## src/rtl/biq_pkg.sv

```systemverilog
package biq_pkg;
    localparam int QUIN_W = 3;
    localparam int CNT_W  = QUIN_W + 1;
    localparam logic [QUIN_W-1:0] QUIN_LAST = 3'd4;
    localparam logic [CNT_W-1:0]  TERM_VAL  = 4'b1001;

    typedef enum logic {
        CHAIN_BCD = 1'b0,
        CHAIN_BIQ = 1'b1
    } chain_mode_e;

    // Layout matches the output bus: {bit3, bit2, bit1} then bit0
    typedef struct packed {
        logic [QUIN_W-1:0] quin;
        logic              bin;
    } cnt_state_t;

    // Five-state successor; any value at or above the last legal one goes home
    function automatic logic [QUIN_W-1:0] quin_next(input logic [QUIN_W-1:0] v);
        if (v >= QUIN_LAST) return '0;
        return v + 1'b1;
    endfunction
endpackage

```

## src/rtl/biq_div2.sv

```systemverilog
module biq_div2 (
    input  logic clk,
    input  logic rst,
    input  logic adv,
    input  logic load,
    input  logic load_val,
    output logic q,
    output logic at_last
);
    always_ff @(posedge clk) begin
        if (rst)       q <= 1'b0;
        else if (load) q <= load_val;
        else if (adv)  q <= ~q;
    end

    assign at_last = q;
endmodule

```

## src/rtl/biq_div5.sv

```systemverilog
module biq_div5
    import biq_pkg::*;
(
    input  logic              clk,
    input  logic              rst,
    input  logic              adv,
    input  logic              load,
    input  logic [QUIN_W-1:0] load_val,
    output logic [QUIN_W-1:0] v,
    output logic              at_last
);
    always_ff @(posedge clk) begin
        if (rst)       v <= '0;
        else if (load) v <= load_val;
        else if (adv)  v <= quin_next(v);
    end

    // Only the legal last state produces a carry; illegal states return silently
    assign at_last = (v == QUIN_LAST);
endmodule

```

## src/rtl/biq_force.sv

```systemverilog
module biq_force
    import biq_pkg::*;
(
    input  cnt_state_t       held,
    input  logic [CNT_W-1:0] set_bits,
    input  logic             clear_all,
    output cnt_state_t       shown,
    output logic             force_on
);
    logic [CNT_W-1:0] held_v;
    assign held_v   = held;
    assign force_on = clear_all | (|set_bits);
    // Set wins over clear on a shared bit
    assign shown    = cnt_state_t'((held_v & ~{CNT_W{clear_all}}) | set_bits);
endmodule

```

## src/rtl/biq_counter.sv

```systemverilog
module biq_counter
    import biq_pkg::*;
(
    input  logic       clk,
    input  logic       rst,
    input  logic       mode,
    input  logic       cnt_c1,
    input  logic       cnt_c2,
    input  logic [3:0] set_bits,
    input  logic       clear_all,
    output logic [3:0] q,
    output logic       q0_n,
    output logic       q3_n,
    output logic       tc
);
    chain_mode_e chain;
    cnt_state_t  held, shown;
    logic        force_on;
    logic        bin_last, quin_last;
    logic        carry_up, carry_down;
    logic        adv_bin, adv_quin;

    assign chain = chain_mode_e'(mode);

    // Carries come from each stage's own pulse only, so no loop through the mux
    assign carry_up   = (chain == CHAIN_BCD) & cnt_c1 & bin_last;
    assign carry_down = (chain == CHAIN_BIQ) & cnt_c2 & quin_last;
    assign adv_bin    = cnt_c1 | carry_down;
    assign adv_quin   = cnt_c2 | carry_up;

    biq_div2 u_bin (
        .clk     (clk),
        .rst     (rst),
        .adv     (adv_bin),
        .load    (force_on),
        .load_val(shown.bin),
        .q       (held.bin),
        .at_last (bin_last)
    );

    biq_div5 u_quin (
        .clk     (clk),
        .rst     (rst),
        .adv     (adv_quin),
        .load    (force_on),
        .load_val(shown.quin),
        .v       (held.quin),
        .at_last (quin_last)
    );

    biq_force u_force (
        .held     (held),
        .set_bits (set_bits),
        .clear_all(clear_all),
        .shown    (shown),
        .force_on (force_on)
    );

    assign q    = shown;
    assign q0_n = ~shown.bin;
    assign q3_n = ~shown.quin[QUIN_W-1];
    assign tc   = (shown == TERM_VAL);
endmodule

```

## config.mk

```make
export PLATFORM = sky130hd
export DESIGN_NAME = biq_counter
export DESIGN_NICKNAME = d
export VERILOG_FILES = /design/src/rtl/biq_pkg.sv /design/src/rtl/biq_div2.sv /design/src/rtl/biq_div5.sv /design/src/rtl/biq_force.sv /design/src/rtl/biq_counter.sv
export SDC_FILE = /design/constraint.sdc
export NUM_CORES = 1
export LEC_CHECK = 0
export ABC_CLOCK_PERIOD_IN_PS = 1800
export BUFFER_PORTS_ARGS = -buffer_cell sky130_fd_sc_hd__buf_2
export CAP_MARGIN = 40
export CORE_AREA = 2 2 39 41
export DETAILED_ROUTE_END_ITERATION = 6
export DIE_AREA = 0 0 41 43
export HOLD_SLACK_MARGIN = 0.1
export PLACE_DENSITY = 0.61
export SYNTH_ARGS = -nofsm -noshare
export SYNTH_HDL_FRONTEND = slang
export SYNTH_SLANG_ARGS = --single-unit
```

## constraint.sdc

```tcl
create_clock -name clk -period 1.8 [get_ports clk]
set_input_delay 0 -clock clk [delete_from_list [all_inputs] [get_ports clk]]
set_output_delay 0 -clock clk [all_outputs]
set_load 0.01 [all_outputs]
```

==> reports/results.env, run 1 <==
CLK_PATH_BUF_DEPTH=2
PLACE_WS_PS=335.2
CTS_SETUP_BUFFERS=0
WORST_SKEW_PAIR_LATER_PIN_LATENCY_PS=240
SETUP.WORST_PATH.END_CLASS='register'
SETUP.WORST_PATH.START_CLASS='register'
NET_COUNT_OF_THE_FINISHED_LAYOUT=79
HP-CLASS='in -> reg'
YOSYSSEQAREASHARE_PCT=22.61
SYN_AVG_CELL_AREA_UM2=7.698
OUTCOME='finished clean'
CRIT_FAMILY='simple AND/OR/NAND/NOR gates'
GR-USAGE-ALL-LAYERS_PCT=12.04
WORST-ENDPOINT-ARRIVAL_PS=1650
NETLIST_INSTANCES=46
SYNTH_SEQ_CELLS=4
DIE_HEIGHT_UM=43
VDD_IR_DROP_MAX_V=0.0003436
CLOCK-SKEW-FINAL_PS=8.613
POWER.CLOCK.FRACTION_PCT=37.6
YS.WARNINGS.COUNT=0
TIMING.FINAL.CRIT_SHARE_PCT=81.93
TIMING_MAX_TRANSITION_VIOLATIONS_FINAL=0
DP.FINAL_HPWL_UM=749.9
POSTSYNTHNETCOUNT=58
CRIT_REQUIRED_PS=1980
VIA_COUNT=427
LARGEST_NET_DEGREE_AT_THE_START_OF_GLOBAL_ROUTING=8
SYN_AREA_UM2=354.1
FILL_CELLS=146
MAXCAPVIOLATIONS=0
TIMING.FINAL.HOLD_VIOLATIONS=0
RELATIVE_SLEW_SLACK_PCT=65.21
CORE_REGION_AREA_MM2=0.001384
SEQ_POWER_SHARE_PCT=34.9
TRITONCTS='yes'
SETUP_VIOL=0
CRITPATHMAXFANOUT=3
ANTENNA_LEFT=0
CRIT_CHAIN='inv_1 -> ha_1 -> a41o_1 -> or4_1 -> nand4_1'
DIE_AREA_MM2=0.001763
PLACE.GP.CONGESTION=0.8136
NUMCTSBUFFERS=3
START_UTIL_PCT=25.59
P_PER_AREA_mW_PER_MM2=611.1
PATH_BUF_INV=1
ANTENNA_FOUND_INITIAL=0
SYNTH_TOP_AREA_SHARE_PCT=22.61
P_LEAK_nW=0.2380
GLOBALROUTE.TOTALOVERFLOW=0
ANTENNA_CELLS=0
FINAL_WIRELENGTH_UM=925
PERIOD_MINUS_SLACK_PS=1475
CTS_HTREE_LEVELS=1
FIRST_PASS_GRT_WIRE_LENGTH_MM=1.414
SYNTH.TOP_CELLS.BY_AREA='dfxtp_1 (23%), o211ai_1 (11%), inv_1 (9.5%)'
P_SWITCHING_uW=88.50
CLOCK-ROOT-BUFFER='clkbuf_4'
WORST_PATH_MAX_DELAY_CELL='or4_1'
RSZ0062_AT_GRT='no'
FMAXACHIEVABLE_GHz=0.6781
DIE-WIDTH_UM=41
ROUTE.DETAILED.VIAS_PER_INST=5.272
FIRST_PASS_ITERS=4
MAX_STAGE_DELAY_PS=460
CLOCK_SINK_COUNT=4
AVGROUTEDWIREPERCELL_UM=11.42
INITIALDRTVIOLATIONCOUNT=14
DRIVE_GT1_SHARE_PCT=33.85
TIMING.FINAL.WS_SETUP_PS=325.3
WHS_PS=167.9
NETSWITCHINGFRACTION_PCT=29.83
IO-PIN-COUNT=17
PORT_BUFFERS=16
AGGREGATE_NEGATIVE_SETUP_SLACK_PS=0
SYNTH_CELL_TYPES=21
WORSTMARGINPINSLEW_PS=517.9
COMBINATIONALPOWERSHARE_PCT=27.5
DRC_ERRORS=0
TIMING.SETUP.CRITICAL_PATH_CLASS='reg -> reg'
SYN_TO_FINAL_GROWTH_PCT=37.10
SYNTH_AREA_LEADER_CELL='dfxtp_1'
NUM_ROWS=14
CLK_TRANSITION_REPORTED_PATHS_PS=40
POWER.INTERNAL_uW=208.2
VIAS_IN_THE_FIRST_GLOBAL_ROUTE=386
-- per-stage QoR --
| stage | cell area (um2) | util (%) | instances | power [mW] |
|---|---|---|---|---|
| after CTS | 485.5 | 35.08 | 81 | 0.3009 |
| after detailed placement | 442.9 | 32.01 | 76 | 0.1834 |
| after global placement | 442.9 | 32.01 | 76 | 0.1836 |
| after floorplan | 354.1 | - | 46 | 0.1508 |
| after global routing | 485.5 | 35.08 | 81 | 0.3238 |
| final | 485.5 | 35.08 | 81 | 0.2967 |
-- cell type report --
class / count / area (um2) / share of cell area (%)
clock buffer: 3 / 22.52 / 4.639
inverter: 9 / 33.78 / 6.959
multi-input combinational: 31 / 229.0 / 47.16
sequential: 4 / 80.08 / 16.49
tap: 16 / 20.02 / 4.124
timing repair buffer: 18 / 100.1 / 20.62
-- registers in the layout (all words and copies together) (netlist names) --
register	flops
u_quin.v	3
u_bin.at_last	1
-- cells by family (layout without fill, tap and decap cells) --
kind of cell,count (synthesis),in the layout,synth area share (%)
compound gates,15,15,33.57
fa+ha+maj,2,2,7.066
buf+inv,11,30,12.72
flops,4,4,22.62
simple gates,14,14,24.03
-- final timing paths --
kind,startpoint,end,slack [ps],cells past startpoint
worst min register to register,u_bin.at_last$_SDFFE_PP0P_,u_bin.at_last$_SDFFE_PP0P_,650,3
worst min-delay path,set_bits[2],u_bin.at_last$_SDFFE_PP0P_,170,4
worst max register to register,u_quin.v[0]$_SDFFE_PP0P_,u_bin.at_last$_SDFFE_PP0P_,330,5
worst max-delay path,u_quin.v[0]$_SDFFE_PP0P_,u_bin.at_last$_SDFFE_PP0P_,330,5
-- power groups by stage --
stage	Sequential, mW	Clock [mW]	Combinational, mW
6_report	0.103	0.112	0.0817
5_1_grt	0.104	0.128	0.0914
4_1_cts	0.103	0.115	0.0823
3_5_place_dp	0.105	0	0.0786
3_3_place_gp	0.105	0	0.0790
2_1_floorplan	0.102	0	0.0486
-- layout by cell type, fill, tap and decap left out --
cell type,instances
a21oi_1,3
a221oi_1,3
o311a_1,3
nor4_1,1
or3_1,1
dfxtp_1,4
ha_1,2
nor2_1,3
inv_1,9
and2b_2,1
nor3_1,1
or2_2,1
or2b_2,1
a41o_1,1
buf_2,16
or4_1,1
dlygate4sd3_1,2
o211ai_1,5
nand2_1,1
and3b_1,1
clkbuf_4,3
nand4_1,2
-- metal layers --
metal  share of wire [%]  vias up  routed length, um  GRT usage [%]
li1                    -      216                  -              -
met1                  44      198                410          13.14
met2                  48       13                441          17.19
met3                 7.9        0                 73          8.377
met4                   0        0                  0          5.333
met5                   0        -                  0              0
-- Yosys cell counts --
| cell | number |
|---|---|
| clkbuf_1 | 1 |
| nor3_1 | 1 |
| inv_1 | 9 |
| o311a_1 | 3 |
| nor2_1 | 3 |
| nor4_1 | 1 |
| a41o_1 | 1 |
| nand2_1 | 1 |
| or3_1 | 1 |
| or2_2 | 1 |
| a221oi_1 | 3 |
| dfxtp_1 | 4 |
| buf_4 | 1 |
| a21oi_1 | 3 |
| and3b_1 | 1 |
| and2b_2 | 1 |
| o211ai_1 | 5 |
| ha_1 | 2 |
| or4_1 | 1 |
| nand4_1 | 2 |
| or2b_2 | 1 |
-- worst reg2reg max path: stages (launching register included) --
cell     delay [ps]
dfxtp_1         360
inv_1            80
ha_1            190
a41o_1          210
or4_1           460
nand4_1         100
-- timing repair --
item | in CTS | in global routing
hold buffers | 2 | 0
gates resized for setup | 0 | 0
hold endpoints to repair | 4 | 0
No activity file was read; power rests on OpenSTA's default activity.
==> run 2: changes to the inputs <==
--- a/config.mk
+++ b/config.mk
@@ -5,7 +5,7 @@
 export SDC_FILE = /design/constraint.sdc
 export NUM_CORES = 1
 export LEC_CHECK = 0
-export ABC_CLOCK_PERIOD_IN_PS = 1800
+export ABC_CLOCK_PERIOD_IN_PS = 1450
 export BUFFER_PORTS_ARGS = -buffer_cell sky130_fd_sc_hd__buf_2
 export CAP_MARGIN = 40
 export CORE_AREA = 2 2 39 41
==> constraint.sdc (replaced) <==
create_clock -name clk -period 1.45 [get_ports clk]
set_input_delay 0 -clock clk [delete_from_list [all_inputs] [get_ports clk]]
set_output_delay 0 -clock clk [all_outputs]
set_load 0.01 [all_outputs]
==> reports/results.env, run 2 (same netlist as run 1, synthesis figures left out) <==
DIE_AREA_MM2=0.001763  # unchanged
PORT_BUFFERS=16  # unchanged
TIMING.CRITICAL_PATH.FROM='rst'
NUMCTSBUFFERS=3  # unchanged
COMMONEST_CELLS_AFTER_ROUTING_FILL_AND_TAPS_ASIDE='buf_2 (15), inv_1 (7), o211ai_1 (5), buf_4 (4)'
AVGROUTEDWIREPERCELL_UM=11.89  # +4.1%
VDD_IR_DROP_MAX_V=0.0006476  # +88%
TIMING.FINAL.CRIT_SHARE_PCT=97.27
CRIT_REQUIRED_PS=1620  # -360 ps
NET_COUNT_OF_THE_FINISHED_LAYOUT=82  # +3.8%
TIMING.FINAL.WS_SETUP_PS=39.61  # -285.7 ps
AGGREGATE_NEGATIVE_SETUP_SLACK_PS=0  # unchanged
NUM_ROWS=14  # unchanged
DRIVE_GT1_SHARE_PCT=42.65  # +8.8 points
CLOCK_SINK_COUNT=4  # unchanged
RR_WORST_DEPTH=5  # unchanged
LARGEST_NET_DEGREE_AT_THE_START_OF_GLOBAL_ROUTING=8  # unchanged
SYN_TO_FINAL_GROWTH_PCT=48.06
P_PER_AREA_mW_PER_MM2=723.3  # +18%
DIE-WIDTH_UM=41  # unchanged
PLACE_WS_PS=36.31  # -298.8 ps
INITIALDRTVIOLATIONCOUNT=11  # -3
P_TOTAL_uW=379.2  # +28%
MAXCAPVIOLATIONS=0  # unchanged
SETUP_VIOL=0  # unchanged
WHS_PATH_DEPTH=4  # unchanged
TRITONCTS='yes'
TOP_REGISTER='u_quin.v'
PERIOD_MINUS_SLACK_PS=1410
START_UTIL_PCT=25.59  # unchanged
STDCELL_AREA_UM2=524.3  # +8.0%
FMAXACHIEVABLE_GHz=0.7090
LAYOUT_COMMONEST_CELL='buf_2'
LARGEST_REGISTER_FFS=3  # unchanged
HOLDCRITSTARTPOINT='set_bits[1]'
SETUP.WORST_PATH.END_CLASS='register'
PLACE.GP.CONGESTION=0.8068  # -0.84%
CLK_PATH_BUF_DEPTH=2  # unchanged
WORSTMARGINPINSLEW_PS=327.6  # -190.3 ps
OUTCOME='finished clean'
GR-USAGE-ALL-LAYERS_PCT=13.25  # +1.2 points
VIA_COUNT=435  # +1.9%
CTS_HTREE_LEVELS=1  # unchanged
ANTENNA_LEFT=0  # unchanged
ANTENNA_FOUND_INITIAL=0  # unchanged
WORSTREG2REGSTART='u_quin.v[1]$_SDFFE_PP0P_'
TIMING.SETUP.CRITICAL_PATH_CLASS='in -> reg'
TIMING_MAX_TRANSITION_VIOLATIONS_FINAL=0  # unchanged
RSZ0062_AT_GRT='no'
CLK_TRANSITION_REPORTED_PATHS_PS=40  # about the same
DIE_HEIGHT_UM=43  # unchanged
ROUTE.DETAILED.VIAS_PER_INST=5.179  # -1.8%
WORST_SKEW_PAIR_LATER_PIN_LATENCY_PS=230  # about the same
CORE_REGION_AREA_MM2=0.001384  # unchanged
FILL_CELLS=147  # +0.68%
FIRST_PASS_GRT_WIRE_LENGTH_MM=1.490  # +5.4%
ANTENNA_CELLS=0  # unchanged
HP-CLASS='in -> reg'
IO-PIN-COUNT=17  # unchanged
SETUP.WORST_PATH.START_CLASS='input pin'
WORST-ENDPOINT-ARRIVAL_PS=1580  # -70 ps
DPL-INSTANCE-AREA_UM2=465.4  # +5.1%
FIRST_PASS_ITERS=3  # -1
GLOBALROUTE.TOTALOVERFLOW=0  # unchanged
P_LEAK_nW=0.2542  # +6.8%
CLOCK-ROOT-BUFFER='clkbuf_4'
TIMING.FINAL.HOLD_VIOLATIONS=0  # unchanged
CLOCK-SKEW-FINAL_PS=4.012  # -4.601 ps
RELATIVE_SLEW_SLACK_PCT=78.08  # +13 points
VIAS_IN_THE_FIRST_GLOBAL_ROUTE=370  # -4.1%
CRITPATHMAXFANOUT=6  # +3
FINAL_WIRELENGTH_UM=999  # +8.0%
DRC_ERRORS=0  # unchanged
## run 2: changes by cell type in the layout (fill, tap and decap cells not counted), sizes merged
cell  previous run  this run
buf             16        19
## run 2: layout make-up
class	count	area (um2)	share of cell area (%)
inverter	9	33.78	6.444
sequential	4	81.33	15.51
multi-input combinational	31	241.5	46.06
clock buffer	3	22.52	4.296
timing repair buffer	21	125.1	23.87
tap	16	20.02	3.819
## run 2: per-layer routing
layer  track usage (%)  up-vias  wire length, um
met3             7.853        0               64
met4             4.000        0                0
met2             20.63       15              506
li1                  -      219                -
met1             14.47      201              428
met5                 0        -                0
## run 2: path summary, 6_finish.rpt
path	endpoint	slack, ps
hold reg to reg	u_quin.v[0]$_SDFFE_PP0P_	600
setup reg to reg	u_bin.at_last$_SDFFE_PP0P_	50
setup / recovery	u_bin.at_last$_SDFFE_PP0P_	40
hold / removal	u_quin.v[2]$_SDFFE_PP0P_	180
## run 2: power by group
group | internal (mW) | switching [mW] | total (mW)
Clock | 0.0923 | 0.0422 | 0.135
Sequential | 0.121 | 0.00688 | 0.127
Combinational | 0.0551 | 0.0621 | 0.117
## run 2: critical path, stage by stage
cell	delay, ps
dlygate4sd3_1	640
or2b_2	310
or4_1	530
nand4_1	100
## run 2: timing repair
action                                  in CTS  in global routing
hold buffers                                 2                  0
setup buffers                                0                  1
hold endpoints to repair                     4                  0
gates resized for setup                      0                  5
endpoints found under the setup margin       0                  1
## run 2: metrics by stage
stage	hold slack [ps]	cells	util [%]
6_report	177.2	84	37.88
2_1_floorplan	62.00	46	-
4_1_cts	168.0	84	36.71
5_1_grt	191.4	84	37.88
3_3_place_gp	268.8	79	33.63
3_5_place_dp	271.1	79	33.63
==> run 3: changes to the inputs <==
==> constraint.sdc (replaced) <==
create_clock -name clk -period 1.45 [get_ports clk]
set_input_delay 0 -clock clk [delete_from_list [all_inputs] [get_ports clk]]
set_output_delay 0 -clock clk [all_outputs]
set_load 0.1 [all_outputs]
==> reports/results.env, run 3 (same netlist as run 1, synthesis figures left out) <==
TIMING.FINAL.HOLD_VIOLATIONS=0  # unchanged
MET1_LENGTH_UM=461  # +7.7%
FINAL_WIRELENGTH_MM=1.025  # +2.6%
PLACE.GP.CONGESTION=0.7779  # -3.6%
RR_WORST_DEPTH=5  # unchanged
CLOCK-SKEW-FINAL_PS=2.440  # -1.571 ps
WORST-ENDPOINT-ARRIVAL_PS=1400  # -180 ps
LAYOUT_COMMONEST_CELL='buf_2'
WHS_PATH_DEPTH=3  # -1
DRIVE_GT1_SHARE_PCT=51.47  # +8.8 points
NUM_ROWS=14  # unchanged
ANTENNA_LEFT=0  # unchanged
VDD_IR_DROP_MAX_V=0.0003141  # -52%
GLOBALROUTE.TOTALOVERFLOW=0  # unchanged
FIRST_PASS_ITERS=4  # +1
FINAL-INSTANCE-COUNT-EXCL-FILL=84  # unchanged
DIE_AREA_MM2=0.001763  # unchanged
LAYOUT.AREA.SEQ_UM2=82.58  # +1.5%
TIMING.FINAL.CRIT_SHARE_PCT=96.44  # -0.82 points
TIMING.SETUP.CRITICAL_PATH_CLASS='reg -> out'
CLK_PATH_BUF_DEPTH=2  # unchanged
SYN_TO_FINAL_GROWTH_PCT=59.01
CLOCK_SINK_COUNT=4  # unchanged
RELATIVE_SLEW_SLACK_PCT=67.74  # -10 points
WL_MET3_UM=75  # +17%
AVGROUTEDWIREPERCELL_UM=12.20  # +2.6%
MAX_STAGE_DELAY_PS=370  # -270 ps
NUMCTSBUFFERS=3  # unchanged
NET_COUNT_OF_THE_FINISHED_LAYOUT=82  # unchanged
TOP_REGISTER='u_quin.v'
CORE_REGION_AREA_MM2=0.001384  # unchanged
COMMONEST_CELLS_AFTER_ROUTING_FILL_AND_TAPS_ASIDE='buf_2 (15), inv_1 (7), o211ai_1 (5), buf_4 (4)'
MAXCAPVIOLATIONS=0  # unchanged
FINAL_CORE_UTIL_PCT=40.69  # +2.8 points
START_UTIL_PCT=25.59  # unchanged
IO-PIN-COUNT=17  # unchanged
OUTCOME='finished clean'
LARGEST_REGISTER_FFS=3  # unchanged
SETUP.WORST_PATH.END_CLASS='output pin'
INITIALDRTVIOLATIONCOUNT=7  # -4
PATH_BUF_INV=1  # unchanged
WORSTMARGINPINSLEW_PS=487.3  # +159.6 ps
CRIT_FAMILY='simple AND/OR/NAND/NOR gates'
SETUP_VIOL=0  # unchanged
CRIT_CHAIN='and2b_2 -> nor2_4 -> nor4_4 -> buf_12'
ROUTE.DETAILED.VIAS_PER_INST=5.071  # -2.1%
P_PER_AREA_mW_PER_MM2=881.6  # +22%
FIRST_PASS_GRT_WIRE_LENGTH_MM=1.566  # +5.1%
DR_WL_MET2_UM=458  # -9.5%
CRITPATHMAXFANOUT=4  # -2
MULTI_INPUT_AREA_UM2=269.0  # +11%
STDCELL_AREA_UM2=563.0  # +7.4%
CTS_HTREE_LEVELS=1  # unchanged
CLOCK-ROOT-BUFFER='clkbuf_4'
GR-USAGE-ALL-LAYERS_PCT=13.25  # unchanged
WORST_PATH_MAX_DELAY_CELL='dfxtp_1'
P_LEAK_nW=0.2616  # +2.9%
FILL_CELLS=157  # +6.8%
WORST-PATH-STAGES=4  # unchanged
TOP_LAYER_USED='met4'
DPL.CELL_COUNT=78  # -1.3%
DIE_HEIGHT_UM=43  # unchanged
PORT_BUFFERS=16  # unchanged
HP-CLASS='in -> reg'
VIAS_IN_THE_FIRST_GLOBAL_ROUTE=369  # -0.27%
WORST_SKEW_PAIR_LATER_PIN_LATENCY_PS=240  # about the same
TIMING_MAX_TRANSITION_VIOLATIONS_FINAL=0  # unchanged
DIE-WIDTH_UM=41  # unchanged
ANTENNA_FOUND_INITIAL=0  # unchanged
DP.FINAL_HPWL_UM=781.4
FMAXACHIEVABLE_GHz=0.7151  # +0.85%
ANTENNA_CELLS=0  # unchanged
DPL-INSTANCE-AREA_UM2=506.7  # +8.9%
DRC_ERRORS=0  # unchanged
CRIT_REQUIRED_PS=1450  # -170 ps
TRITONCTS='yes'
VIA_COUNT=426  # -2.1%
P_TOTAL_uW=496.4  # +31%
CLK_TRANSITION_REPORTED_PATHS_PS=40  # about the same
PERIOD_MINUS_SLACK_PS=1398  # -11.94 ps
LARGEST_NET_DEGREE_AT_THE_START_OF_GLOBAL_ROUTING=8  # unchanged
SETUP.WORST_PATH.START_CLASS='register'
[run 3: where the power goes]
part | internal, mW | switching, mW | total [mW]
Sequential | 0.121 | 0.00917 | 0.130
Combinational | 0.0607 | 0.160 | 0.220
Clock | 0.0931 | 0.0531 | 0.146
[run 3: cell type report]
cell class                 instances  share of cell area [%]
tap                               16                   3.556
multi-input combinational         31                   47.78
inverter                           9                   6.000
timing repair buffer              21                   24.00
clock buffer                       3                   4.000
sequential                         4                   14.67
[run 3: per-stage QoR]
step                worst slack, ps  TNS [ps]  hold WS [ps]
floorplan                    -646.0    -784.4         78.70
global placement              65.94         0         263.0
detailed placement            35.83         0         261.0
CTS                           28.36         0         110.1
global route                -0.2288   -0.2288         142.1
finish                        51.56         0         113.3
[run 3: tightest hold or removal path, delay by kind of cell]
| kind | cells | cell delay (ps) |
|---|---|---|
| AOI/OAI and AO/OA | 1 | 100 |
| buffers and inverters | 1 | 140 |
| and+or+nand+nor | 1 | 80 |
[run 3: path summary, 6_finish.rpt]
path,from,to,slack (ps)
worst min register to register,u_quin.v[1]$_SDFFE_PP0P_,u_quin.v[1]$_SDFFE_PP0P_,630
worst min-delay path,set_bits[0],u_bin.at_last$_SDFFE_PP0P_,110
worst max-delay path,u_bin.at_last$_SDFFE_PP0P_,tc,50
worst max register to register,u_quin.v[1]$_SDFFE_PP0P_,u_bin.at_last$_SDFFE_PP0P_,140
[run 3: repair_timing]
item                                   4_1_cts  5_1_grt
resized for setup                            0        6
hold buffers                                 1        0
buffers inserted                             0        2
setup endpoints to repair                    1        2
endpoints found under the hold margin        3        0
pin swaps                                    1        3
[run 3: metal layers]
metal | vias to the layer above | GRT usage [%]
met2 | 20 | 17.50
met4 | 0 | 12.00
met1 | 184 | 18.33
met5 | - | 0
met3 | 3 | 0.5236
li1 | 219 | -
